### config.mk
export PLATFORM = sky130hd
export DESIGN_NAME = mpu_slave_port
export DESIGN_NICKNAME = d
export VERILOG_FILES = /design/src/rtl/psp_pkg.sv /design/src/rtl/psp_sync.sv /design/src/rtl/psp_access_det.sv /design/src/rtl/psp_regs.sv /design/src/rtl/mpu_slave_port.sv
export SDC_FILE = /design/constraint.sdc
export NUM_CORES = 1
export LEC_CHECK = 0
export BUFFER_PORTS_ARGS = -buffer_cell sky130_fd_sc_hd__buf_2
export CAP_MARGIN = 20
export CORE_AREA = 8 8 91 73
export CTS_CLUSTER_DIAMETER = 150
export DETAILED_ROUTE_END_ITERATION = 10
export DIE_AREA = 0 0 99 81
export GPL_TIMING_DRIVEN = 0
export PLACE_DENSITY_LB_ADDON = 0.25
export SYNTH_ARGS = -nofsm -noshare
export SYNTH_HDL_FRONTEND = slang
export SYNTH_HIERARCHICAL = 1
export SYNTH_SLANG_ARGS = --single-unit
### constraint.sdc
create_clock -name clk -period 4.6 [get_ports clk]
set_input_delay 0.23 -clock clk [delete_from_list [all_inputs] [get_ports clk]]
set_output_delay 0.23 -clock clk [all_outputs]
set_load 0.05 [all_outputs]
### src/rtl/psp_pkg.sv
package psp_pkg;
  // local register addresses
  localparam int ADDR_DATA = 0;
  localparam int ADDR_DIR  = 1;
  localparam int ADDR_CTRL = 2;

  // control/status bit positions
  localparam int BIT_MODE = 0;
  localparam int BIT_IBF  = 1;
  localparam int BIT_OBF  = 2;
  localparam int BIT_OVF  = 3;
  localparam int BIT_IRQ  = 4;

  // positions inside the synchronised strobe vector
  localparam int STB_WR = 0;
  localparam int STB_RD = 1;
  localparam int STB_CS = 2;
  localparam int STB_W  = 3;

  typedef struct packed {
    logic irq;
    logic ovf;
    logic obf;
    logic ibf;
    logic mode;
  } psp_flags_t;
endpackage

### src/rtl/psp_sync.sv
module psp_sync #(
  parameter int          W       = 1,
  parameter int          STAGES  = 3,
  parameter logic [W-1:0] RST_VAL = '0
) (
  input  logic         clk,
  input  logic         rst,
  input  logic [W-1:0] d,
  output logic [W-1:0] q_cur,
  output logic [W-1:0] q_prev
);
  logic [STAGES-1:0][W-1:0] chain;

  always_ff @(posedge clk) begin
    if (rst) chain <= {STAGES{RST_VAL}};
    else     chain <= {chain[STAGES-2:0], d};
  end

  // the two oldest stages feed edge detection
  assign q_cur  = chain[STAGES-2];
  assign q_prev = chain[STAGES-1];
endmodule

### src/rtl/psp_access_det.sv
module psp_access_det
  import psp_pkg::*;
(
  input  logic             mode_en,
  input  logic [STB_W-1:0] stb_cur,
  input  logic [STB_W-1:0] stb_prev,
  output logic             wr_done,
  output logic             rd_done
);
  logic selected;

  // select counts if it was low around the completing edge
  assign selected = ~stb_prev[STB_CS] | ~stb_cur[STB_CS];

  assign wr_done = mode_en & selected & ~stb_prev[STB_WR] & stb_cur[STB_WR];
  assign rd_done = mode_en & selected & ~stb_prev[STB_RD] & stb_cur[STB_RD];
endmodule

### src/rtl/psp_regs.sv
module psp_regs
  import psp_pkg::*;
#(
  parameter int DW = 8,
  parameter int AW = 2
) (
  input  logic          clk,
  input  logic          rst,
  input  logic [AW-1:0] loc_addr,
  input  logic          loc_wr,
  input  logic          loc_rd,
  input  logic [DW-1:0] loc_wdata,
  output logic [DW-1:0] loc_rdata,
  input  logic          wr_done,
  input  logic          rd_done,
  input  logic [DW-1:0] cap_data,
  input  logic [DW-1:0] pin_sample,
  output logic [DW-1:0] port_lat,
  output logic [DW-1:0] dir_q,
  output psp_flags_t    flags
);
  logic [DW-1:0] in_lat;
  logic [DW-1:0] rd_val;
  logic          hit_data_wr, hit_data_rd, hit_ctrl_wr, hit_dir_wr;

  assign hit_data_wr = loc_wr && (loc_addr == AW'(ADDR_DATA));
  assign hit_dir_wr  = loc_wr && (loc_addr == AW'(ADDR_DIR));
  assign hit_ctrl_wr = loc_wr && (loc_addr == AW'(ADDR_CTRL));
  assign hit_data_rd = loc_rd && (loc_addr == AW'(ADDR_DATA));

  always_comb begin
    rd_val = '0;
    case (loc_addr)
      AW'(ADDR_DATA): rd_val = flags.mode ? in_lat : pin_sample;
      AW'(ADDR_DIR):  rd_val = dir_q;
      AW'(ADDR_CTRL): begin
        rd_val[BIT_MODE] = flags.mode;
        rd_val[BIT_IBF]  = flags.ibf;
        rd_val[BIT_OBF]  = flags.obf;
        rd_val[BIT_OVF]  = flags.ovf;
        rd_val[BIT_IRQ]  = flags.irq;
      end
      default: rd_val = '0;
    endcase
  end

  always_ff @(posedge clk) begin
    if (rst) begin
      port_lat  <= '0;
      dir_q     <= '0;
      in_lat    <= '0;
      loc_rdata <= '0;
      flags     <= '0;
    end else begin
      if (hit_data_wr) port_lat <= loc_wdata;
      if (hit_dir_wr)  dir_q    <= loc_wdata;
      if (hit_ctrl_wr) flags.mode <= loc_wdata[BIT_MODE];
      if (loc_rd)      loc_rdata <= rd_val;

      if (wr_done) in_lat <= cap_data;

      // external write wins over the local read
      if (wr_done)                        flags.ibf <= 1'b1;
      else if (hit_data_rd && flags.mode) flags.ibf <= 1'b0;

      // local write wins over the external read
      if (hit_data_wr && flags.mode) flags.obf <= 1'b1;
      else if (rd_done)              flags.obf <= 1'b0;

      if (wr_done && flags.ibf)                    flags.ovf <= 1'b1;
      else if (hit_ctrl_wr && loc_wdata[BIT_OVF])  flags.ovf <= 1'b0;

      if (wr_done || rd_done)                      flags.irq <= 1'b1;
      else if (hit_ctrl_wr && loc_wdata[BIT_IRQ])  flags.irq <= 1'b0;
    end
  end
endmodule

### src/rtl/mpu_slave_port.sv
module mpu_slave_port
  import psp_pkg::*;
#(
  parameter int DW          = 8,
  parameter int AW          = 2,
  parameter int SYNC_STAGES = 3
) (
  input  logic          clk,
  input  logic          rst,
  input  logic [AW-1:0] loc_addr,
  input  logic          loc_wr,
  input  logic          loc_rd,
  input  logic [DW-1:0] loc_wdata,
  output logic [DW-1:0] loc_rdata,
  output logic          irq,
  input  logic          ext_cs_n,
  input  logic          ext_rd_n,
  input  logic          ext_wr_n,
  input  logic [DW-1:0] pin_in,
  output logic [DW-1:0] pin_out,
  output logic [DW-1:0] pin_oe
);
  logic [STB_W-1:0] stb_raw, stb_cur, stb_prev;
  logic [DW-1:0]    pin_cur, pin_prev;
  logic [DW-1:0]    port_lat, dir_q;
  psp_flags_t       flags;
  logic             wr_done, rd_done;
  logic             mode_en, ibf, obf, ovf;

  always_comb begin
    stb_raw         = '0;
    stb_raw[STB_WR] = ext_wr_n;
    stb_raw[STB_RD] = ext_rd_n;
    stb_raw[STB_CS] = ext_cs_n;
  end

  psp_sync #(.W(STB_W), .STAGES(SYNC_STAGES), .RST_VAL({STB_W{1'b1}})) u_stb_sync (
    .clk(clk), .rst(rst), .d(stb_raw), .q_cur(stb_cur), .q_prev(stb_prev)
  );

  psp_sync #(.W(DW), .STAGES(SYNC_STAGES), .RST_VAL('0)) u_pin_sync (
    .clk(clk), .rst(rst), .d(pin_in), .q_cur(pin_cur), .q_prev(pin_prev)
  );

  psp_access_det u_det (
    .mode_en(mode_en), .stb_cur(stb_cur), .stb_prev(stb_prev),
    .wr_done(wr_done), .rd_done(rd_done)
  );

  psp_regs #(.DW(DW), .AW(AW)) u_regs (
    .clk(clk), .rst(rst),
    .loc_addr(loc_addr), .loc_wr(loc_wr), .loc_rd(loc_rd),
    .loc_wdata(loc_wdata), .loc_rdata(loc_rdata),
    .wr_done(wr_done), .rd_done(rd_done),
    .cap_data(pin_prev), .pin_sample(pin_cur),
    .port_lat(port_lat), .dir_q(dir_q), .flags(flags)
  );

  assign mode_en = flags.mode;
  assign ibf     = flags.ibf;
  assign obf     = flags.obf;
  assign ovf     = flags.ovf;
  assign irq     = flags.irq;

  // bus drive follows the raw strobes so the master sees data without clock delay
  assign pin_oe  = mode_en ? {DW{~ext_cs_n & ~ext_rd_n}} : dir_q;
  assign pin_out = port_lat;
endmodule

==> impl_metrics.toml <==
[status]
outcome = "finished, final reports clean"

[yosys]
synth_area_leaders = "dfxtp_1, mux2i_1, buf_4"
synth-seq-cells = 70
synth_top_area_share_pct = 50.6
yosys_warnings = 6
synthFlopType = "dfxtp_1"
syn_area_sq_um = 2770
synth_cell_types = 32
synth_nets = 302
yosysSeqAreaShare_pct = 50.6
synth_enable_flop_cells = 0
synth_common_cells = "dfxtp_1, nor2_1, buf_4, mux2i_1"
synth_cells = 277
synth.most_common_cell = "dfxtp_1"
synth.largest_area_cell = "dfxtp_1"
avgSynthCellArea_sq_um = 10.0
async_reset_ff_share_pct = 0

[floorplan]
die_width_um = 99
initial_core_util_pct = 53.8
coreArea_sq_um = 5150
io_pins = 50
die_area_sq_um = 8020
rows = 23
fp.dieH_um = 81

[min_path]
min_path_type = "in -> reg"
hold_path_depth = 2
min_to = "u_stb_sync/chain[0]"
hp-start = "ext_wr_n"

[placed_design]
portBuffers = 48
place_worst_setup_slack_ns = 2.60
place.detailed.hpwl_um = 4150
gp_congestion = 0.815

[global_route]
grt_pass1_wl_um = 9010
grt_usage_pct = 14.4
overflow = 0
grt_start_max_net_pins = 17
grt_pass1_vias = 1930
antenna_found_initial = 0

[routing]
num_vias = 2005
ant_nets = 0
post_drt_via_cell_ratio = 5.00
drc = 0
firstDrtPassIters = 4
wire_per_inst_um = 13.8
first_iter_violations = 81
wl_um = 5530

[timing]
fin_worst_skew_ns = 0.00949
tightest_slew_ns = 0.501
fin_setup_tns_ns = 0
setup_slack_ns = 2.42
drv_slew = 0
final-hold-violation-count = 0
slew_headroom_pct = 66.6
setup_viol = 0
min_period_over_period_pct = 47.4
fin_crit_ns = 2.18
rsz0062_at_grt = "no"
max_freq_mhz = 458

[final_layout]
drive_gt1_share_pct = 33.6
syn_to_final_growth_pct = 17.6
fin_nets = 361
n_antenna_cell = 0

[power_and_ir_drop]
peakVddDrop_uv = 225
power_mw = 1.19
p_leak_nw = 1.38
power_per_cell_area_nw_per_um2 = 365

[critical_path]
crit_type = "reg -> out"
critPathMaxFanout = 13
worstReg2RegEnd = "u_regs/in_lat[2]"
r2r-start = "u_regs/flags[0]"
crit_path_end_kind = "primary output"
startpoint_type = "flop"
reg2reg_slack_ns = 2.59
worst-r2r-cell-count = 5
required_ns = 4.37
worstPathArrival_ns = 1.95

[clocking]
cts_buffer_depth = 2
cts_hold_buf = 0
cts_tree = "built"
cts_buffers = 9
cts_root_buf = "clkbuf_8"
cts_resized = 0
clock_latency_ns = 0.34
cts_sinks = 70
clk_pin_slew_ns = 0.07
h-tree-depth = 3
post_cts_buffers = 0

[flow_run]
drv_cap = 0
## metal layers
layer  vias up  part of all wire, %  GRT usage, %
met4         0                 0.61          4.58
met3         5                  7.7          7.51
li1       1014                    -             -
met2        50                   45          23.1
met1       936                   46          16.4
met5         -                    0             0
## report_power, final
group,internal (mW),switching (mW)
clock network,0.244,0.199
registers,0.624,0.00825
logic,0.0463,0.0678
## flip-flops by register name (all words and copies together) (netlist names)
| register | count |
|---|---|
| u_regs/in_lat | 8 |
| u_regs/flags | 5 |
| u_pin_sync/q_prev | 8 |
| u_regs/dir_q | 8 |
| u_stb_sync/chain | 3 |
| u_pin_sync/q_cur | 8 |
| u_regs/loc_rdata | 8 |
| u_stb_sync/q_prev | 3 |
| u_stb_sync/q_cur | 3 |
| u_pin_sync/chain | 8 |
| u_regs/port_lat | 8 |
## cell usage in the layout (no fill, tap or decap), types with 2 or more instances in the layout
master / Yosys / final
a211oi_1: 2 / 2
a21oi_1: 14 / 14
a222oi_1: 4 / 4
a22oi_1: 2 / 2
and2b_1: 4 / 4
buf_2: 4 / 52
buf_4: 24 / 24
buf_6: 4 / 4
clkbuf_1: 5 / 8
clkbuf_8: 0 / 9
dfxtp_1: 70 / 70
inv_1: 11 / 11
mux2_2: 4 / 4
mux2_4: 3 / 3
mux2i_1: 18 / 18
nand2_1: 13 / 13
nand2b_1: 2 / 2
nand3_1: 7 / 7
nand3b_1: 3 / 3
nor2_1: 25 / 25
nor2b_1: 9 / 9
nor2b_2: 14 / 14
nor3b_1: 3 / 3
o21ai_0: 12 / 12
o21ai_1: 3 / 3
or2_1: 9 / 9
or3b_1: 2 / 2
## cell families after synthesis
group,count (synthesis),share of synthesized area [%]
multiplexers,25,9.76
buffers and inverters,48,11.0
AND/OR/NAND/NOR,93,19.5
AO/OA/AOI/OAI,41,9.17
flip-flops,70,50.6
## worst max path at each step
stage	slack (ns)	start	to	depth (start not counted)
after floorplan	2.87	u_regs/flags[0]	pin_oe[0]	1
after global placement	2.64	u_regs/flags[0]	u_regs/in_lat[2]	5
after detailed placement	2.60	u_regs/flags[0]	u_regs/in_lat[2]	5
after CTS	2.37	u_regs/flags[0]	pin_oe[4]	4
after global routing	2.29	u_regs/flags[0]	pin_oe[4]	4
final	2.42	u_regs/flags[0]	pin_oe[4]	4
## cell type report
cell class	instances	area [sq um]
Sequential cell	70	1400
Clock buffer	12	135
Tap cell	62	77.6
Clock inverter	2	35.0
Multi-Input combinational cell	159	1060
Inverter	11	41.3
Buffer	37	264
Timing Repair Buffer	48	240
Fill cell	448	1890
## through the flow
| stage | area [sq um] | hold WS, ns | std cells | util (%) |
|---|---|---|---|---|
| floorplan | 2770 | 0.327 | 277 | - |
| global placement | 3090 | 0.385 | 387 | 59.9 |
| detailed placement | 3090 | 0.392 | 387 | 59.9 |
| CTS | 3260 | 0.0691 | 401 | 63.2 |
| global route | 3260 | 0.0638 | 401 | 63.2 |
| finish | 3260 | 0.0798 | 401 | 63.2 |
## critical path, cell delays in order (launching register included)
cell	delay, ns
dfxtp_1	0.62
or3b_1	0.39
buf_2	0.18
o21ai_0	0.11
buf_2	0.30
No activity file was read; power rests on OpenSTA's default activity.
